===== src/rtl/etu_pkg.sv =====
package etu_pkg;
    typedef enum logic [1:0] {
        ETU_OFF   = 2'd0,
        ETU_LONG  = 2'd1,
        ETU_SHORT = 2'd2
    } etu_state_e;
endpackage


===== src/rtl/etu_cfg_shadow.sv =====
module etu_cfg_shadow #(
    parameter int DW      = 12,
    parameter int MIN_DIV = 4,
    parameter int RST_DIV = 371
) (
    input  logic          clk,
    input  logic          rst_n,
    input  logic          cfg_we,
    input  logic [DW-1:0] cfg_div,
    input  logic          cfg_comp,
    input  logic          load,
    output logic [DW-1:0] act_div,
    output logic          act_comp
);
    logic [DW-1:0] pend_div;
    logic          pend_comp;
    logic          wr_ok;

    assign wr_ok = cfg_we && (cfg_div > DW'(MIN_DIV));

    always_ff @(posedge clk or negedge rst_n) begin
        if (!rst_n) begin
            pend_div  <= DW'(RST_DIV);
            pend_comp <= 1'b0;
        end else if (wr_ok) begin
            pend_div  <= cfg_div;
            pend_comp <= cfg_comp;
        end
    end

    // Active copy changes only at a period boundary; a write in that
    // same cycle is forwarded so it is not delayed by a whole period.
    always_ff @(posedge clk or negedge rst_n) begin
        if (!rst_n) begin
            act_div  <= DW'(RST_DIV);
            act_comp <= 1'b0;
        end else if (load) begin
            act_div  <= wr_ok ? cfg_div  : pend_div;
            act_comp <= wr_ok ? cfg_comp : pend_comp;
        end
    end
endmodule


===== src/rtl/etu_phase_fsm.sv =====
module etu_phase_fsm
    import etu_pkg::*;
(
    input  logic       clk,
    input  logic       rst_n,
    input  logic       enable,
    input  logic       restart,
    input  logic       tick,
    output etu_state_e state,
    output logic       running,
    output logic       short_ph,
    output logic       bound
);
    etu_state_e state_nx;

    always_ff @(posedge clk or negedge rst_n) begin
        if (!rst_n) state <= ETU_OFF;
        else        state <= state_nx;
    end

    always_comb begin
        state_nx = state;
        if (!enable) begin
            state_nx = ETU_OFF;
        end else begin
            unique case (state)
                ETU_OFF:   state_nx = ETU_LONG;
                ETU_LONG:  state_nx = (!restart && tick) ? ETU_SHORT : ETU_LONG;
                ETU_SHORT: state_nx = (restart || tick) ? ETU_LONG : ETU_SHORT;
                default:   state_nx = ETU_OFF;
            endcase
        end
    end

    always_comb begin
        running  = enable && (state != ETU_OFF);
        short_ph = (state == ETU_SHORT);
        bound    = (state == ETU_OFF) || tick || restart;
    end
endmodule


===== src/rtl/etu_counter.sv =====
module etu_counter #(
    parameter int DW = 12
) (
    input  logic          clk,
    input  logic          rst_n,
    input  logic          running,
    input  logic          restart,
    input  logic          short_sel,
    input  logic [DW-1:0] act_div,
    output logic          tick,
    output logic          strobe
);
    logic [DW-1:0] cnt;
    logic [DW-1:0] last;
    logic [DW:0]   len_w;
    logic [DW:0]   half_w;

    always_comb begin
        last   = short_sel ? (act_div - DW'(1)) : act_div;
        len_w  = (DW+1)'(last) + (DW+1)'(1);
        half_w = len_w >> 1;
        tick   = running && (cnt == last);
        strobe = running && (cnt == half_w[DW-1:0]);
    end

    always_ff @(posedge clk or negedge rst_n) begin
        if (!rst_n)                    cnt <= '0;
        else if (!running || restart)  cnt <= '0;
        else if (cnt == last)          cnt <= '0;
        else                           cnt <= cnt + DW'(1);
    end
endmodule


===== src/rtl/etu_rate_gen.sv =====
module etu_rate_gen
    import etu_pkg::*;
#(
    parameter int DIV_W   = 12,
    parameter int MIN_DIV = 4,
    parameter int RST_DIV = 371
) (
    input  logic             clk,
    input  logic             rst_n,
    input  logic             enable,
    input  logic             restart,
    input  logic             cfg_we,
    input  logic [DIV_W-1:0] cfg_div,
    input  logic             cfg_comp,
    output logic             etu_tick,
    output logic             mid_strobe
);
    etu_state_e       state;
    logic             running;
    logic             short_ph;
    logic             bound;
    logic [DIV_W-1:0] act_div;
    logic             act_comp;

    etu_cfg_shadow #(.DW(DIV_W), .MIN_DIV(MIN_DIV), .RST_DIV(RST_DIV)) u_cfg (
        .clk(clk), .rst_n(rst_n), .cfg_we(cfg_we), .cfg_div(cfg_div),
        .cfg_comp(cfg_comp), .load(bound), .act_div(act_div), .act_comp(act_comp)
    );

    etu_phase_fsm u_fsm (
        .clk(clk), .rst_n(rst_n), .enable(enable), .restart(restart),
        .tick(etu_tick), .state(state), .running(running),
        .short_ph(short_ph), .bound(bound)
    );

    etu_counter #(.DW(DIV_W)) u_cnt (
        .clk(clk), .rst_n(rst_n), .running(running), .restart(restart),
        .short_sel(act_comp && short_ph), .act_div(act_div),
        .tick(etu_tick), .strobe(mid_strobe)
    );
endmodule


===== config.mk =====
export PLATFORM = sky130hd
export DESIGN_NAME = etu_rate_gen
export DESIGN_NICKNAME = d
export VERILOG_FILES = /design/src/rtl/etu_pkg.sv /design/src/rtl/etu_cfg_shadow.sv /design/src/rtl/etu_phase_fsm.sv /design/src/rtl/etu_counter.sv /design/src/rtl/etu_rate_gen.sv
export SDC_FILE = /design/constraint.sdc
export NUM_CORES = 1
export LEC_CHECK = 0
export ABC_CLOCK_PERIOD_IN_PS = 10800
export BUFFER_PORTS_ARGS = -buffer_cell sky130_fd_sc_hd__buf_2
export CORE_MARGIN = 4
export CORE_UTILIZATION = 45
export CTS_CLUSTER_DIAMETER = 30
export DETAILED_ROUTE_END_ITERATION = 7
export GPL_TIMING_DRIVEN = 0
export PLACE_DENSITY_LB_ADDON = 0.2
export SYNTH_ARGS = -nofsm -noshare
export SYNTH_HDL_FRONTEND = slang
export SYNTH_HIERARCHICAL = 1
export SYNTH_SLANG_ARGS = --single-unit

===== constraint.sdc =====
create_clock -name clk -period 10.8 [get_ports clk]
set_clock_uncertainty 0.05 [all_clocks]
set_input_delay 2.16 -clock clk [delete_from_list [all_inputs] [get_ports clk]]
set_output_delay 2.16 -clock clk [all_outputs]
set_load 0.02 [all_outputs]

==> results.py <==
metrics = {
    "cells_and_area": {
        "fin_nets": 352,
        "drive_above_1_share": 0.1928,
        "final_core_util": 0.5218,
        "n_antenna_cell": 0,
        "area_delta_synth_final_pct": 10.03,
    },
    "power": {
        "power.density_mw_per_mm2": 114.9,
        "vdd_drop_max_uv": 86.77,
        "switchingPower_uw": 107.3,
        "p_leak_uw": 0.001287,
        "cellInternalPower_uw": 253.8,
        "comb_power_share": 0.215,
        "switching_share": 0.2972,
        "seqPwrFrac": 0.486,
        "clock_power_share": 0.299,
    },
    "routing": {
        "drc": 0,
        "drtPass1Iterations": 4,
        "wl_per_cell_um": 14.06,
        "routed_via_density": 5.317,
        "antenna_left": 0,
        "first_iter_violations": 92,
        "routed_wirelength_mm": 5.724,
        "vias": 2164,
    },
    "timing": {
        "final_max_slew_viol_count": 0,
        "finalHoldViolCount": 0,
        "setup_viol": 0,
        "fin_tns_setup_ns": 0,
        "layout_min_cycle_time_ns": 6.178,
        "timing.fmax_mhz": 161.9,
        "rsz0062_at_grt": "no",
        "slew_headroom": 0.4185,
        "period_share": 0.5720,
        "worst_slew_pin_slew_ns": 0.8722,
    },
    "yosys": {
        "synth-seq-cells": 40,
        "synth_area_mm2": 0.002858,
        "synth_common_cells": "31 x xnor2_1, 28 x dfrtp_1, 28 x nand2_1",
        "yosys-top-cells-area": "dfrtp_1 25%, dfstp_2 11%, xnor2_1 9.5%, xor2_1 4.6%, nand2_1 3.7%",
        "yosysMostFrequentCell": "xnor2_1",
        "synth_top_cell_by_area": "dfrtp_1",
        "synth_area_per_cell_um2": 9.370,
        "ys_seq_area_frac": 0.3555,
        "syn_inst": 305,
        "yosys_warnings": 6,
        "synth_edf_count": 0,
        "async_flop_share": 1.000,
        "synth_top_area_frac": 0.2452,
        "syn_nets": 326,
        "ys_types": 60,
        "synth_ff_type": "dfrtp_1",
    },
    "placement": {
        "hpwlAfterDp_mm": 4.378,
        "place_congestion": 0.8013,
        "port_buffers": 19,
    },
    "grt": {
        "grt_pass1_vias": 2173,
        "track_usage": 0.1689,
        "grt-ovfl-total": 0,
        "antenna_found_initial": 0,
        "grt_pass1_wl_mm": 10.23,
        "grt_max_degree": 41,
    },
    "clock_network": {
        "cts.sinks": 40,
        "clk_latency_ns": 0.29,
        "numCtsBuffers": 5,
        "tritoncts": "built",
        "clk_pin_slew_ns": 0.09,
        "cts_max_level": 2,
        "cts-resized-gates": 0,
        "cts_setup_buffers": 0,
        "clockBufferDepth": 2,
        "postCtsHoldBufs": 0,
        "root_buffer": "clkbuf_8",
    },
    "critical_path": {
        "path_buf_inv": 2,
        "critPathKind": "reg -> out",
        "cp_top_family": "simple AND/OR/NAND/NOR gates",
        "critPathArrivalTime_ns": 3.97,
        "worst_path_max_delay_cell": "a2111oi_0",
        "crit_cells": 11,
        "critPathCaptureType": "output port",
        "critPathLaunchType": "register",
        "reg2reg_depth": 16,
        "max_stage_delay_ns": 0.56,
        "critical_path.cell_chain": "nor2b_1 -> and2_1 -> or4b_1 -> clkbuf_1 -> nor3_1 -> o21ai_0 -> xor2_1 -> or3_1 -> a2111oi_0 -> o211a_1 -> buf_2",
        "required_ns": 8.59,
        "cp_max_fo": 8,
    },
    "floorplanning": {
        "die-height_um": 87.69,
        "core_mm2": 0.006026,
        "die_x_um": 87.69,
        "initial_core_util": 0.4743,
        "ios": 20,
        "rows": 28,
        "dieArea_mm2": 0.007690,
    },
    "hold_path": {
        "whs_path_depth": 2,
        "hold_path.class": "reg -> reg",
    },
    "job": {
        "cap_violations": 0,
    },
    "status": {
        "status": "finished, final reports clean",
    },
}
-- power groups by stage --
stage	clock, uW	combinational [uW]	sequential (uW)
6_report	108	77.8	176
4_1_cts	112	78.7	176
3_3_place_gp	0	76.9	178
5_1_grt	119	88.4	178
3_5_place_dp	0	78.5	178
2_1_floorplan	0	60.7	175
-- through the flow --
step	std cells	total power, uW	cell area [um2]	setup slack (ns)	hold slack, ns
finish	407	361.2	3144	4.622	0.4167
floorplan	305	235.8	2858	5.579	0.3935
global placement	399	254.6	3047	4.939	0.4030
detailed placement	399	256.8	3047	4.980	0.4045
global route	407	384.9	3144	4.114	0.4366
CTS	407	366.6	3144	4.602	0.4172
-- cell type report --
type,instances,area [um2]
fill,568,2882
multi-input combinational,237,1690
sequential,40,1016
buffer,15,102.6
timing repair buffer,19,95.09
tap,75,93.84
clock buffer,6,82.58
inverter,13,48.80
clock inverter,2,15.01
-- metal layers --
metal,up-vias,track usage,share of wire
met2,34,0.2849,0.47
met4,0,0.05579,0.011
met1,1005,0.2178,0.49
met3,4,0.03104,0.030
met5,-,0,0
li1,1121,-,-
-- cell families (layout without fill, tap and decap cells) --
group,count (synthesis),count (layout),share of synthesized area
AND/OR/NAND/NOR,122,122,0.2390
AO/OA/AOI/OAI,51,51,0.1257
XOR/XNOR,49,49,0.1651
flip-flops,40,40,0.3555
buffers and inverters,28,55,0.05298
multiplexers,12,12,0.04860
adder cells (fa/ha/maj),3,3,0.01314
-- worst paths after layout --
check	from	end	slack [ns]
worst max-delay path	u_fsm/state[1]	mid_strobe	4.62
worst min-delay path	u_cfg/pend_div[8]	u_cfg/act_div[8]	0.42
worst max register to register	u_fsm/state[1]	u_cfg/act_div[0]	6.35
worst min register to register	u_cfg/pend_div[8]	u_cfg/act_div[8]	0.42
max in group asynchronous	rst_n	u_cfg/act_div[9]	8.22
min in group asynchronous	rst_n	u_fsm/state[1]	1.93
-- state kept, by name (all words and copies together) (netlist names) --
register,flops
u_cfg/act_div,12
u_cfg/pend_comp,1
u_fsm/state,2
u_cnt/cnt,12
u_cfg/act_comp,1
u_cfg/pend_div,12
-- cell usage in the layout, fill, tap and decap left out, drive strengths merged, types with 6 or more instances in the layout --
cell	count
nor2	26
a21oi	7
nor4	9
dfrtp	28
inv	13
nand2	28
mux2	9
o21ai	18
and3	6
buf	27
dfstp	12
nor2b	6
clkbuf	13
xor2	15
nand3	11
nor3	7
xnor2	31
-- worst register-to-register path: stages (launching register included) --
cell	delay [ns]
dfrtp_1	0.44
nor2b_1	0.16
and2_1	0.26
or4b_1	0.45
clkbuf_1	0.23
xor2_1	0.30
xnor2_1	0.10
nor4_1	0.36
nand4_1	0.18
nor4_1	0.45
and2_1	0.28
nor2_1	0.05
o21ai_0	0.24
and2_1	0.21
buf_1	0.30
nand2_1	0.09
o221ai_1	0.20
(Power assumes the default switching activity.)
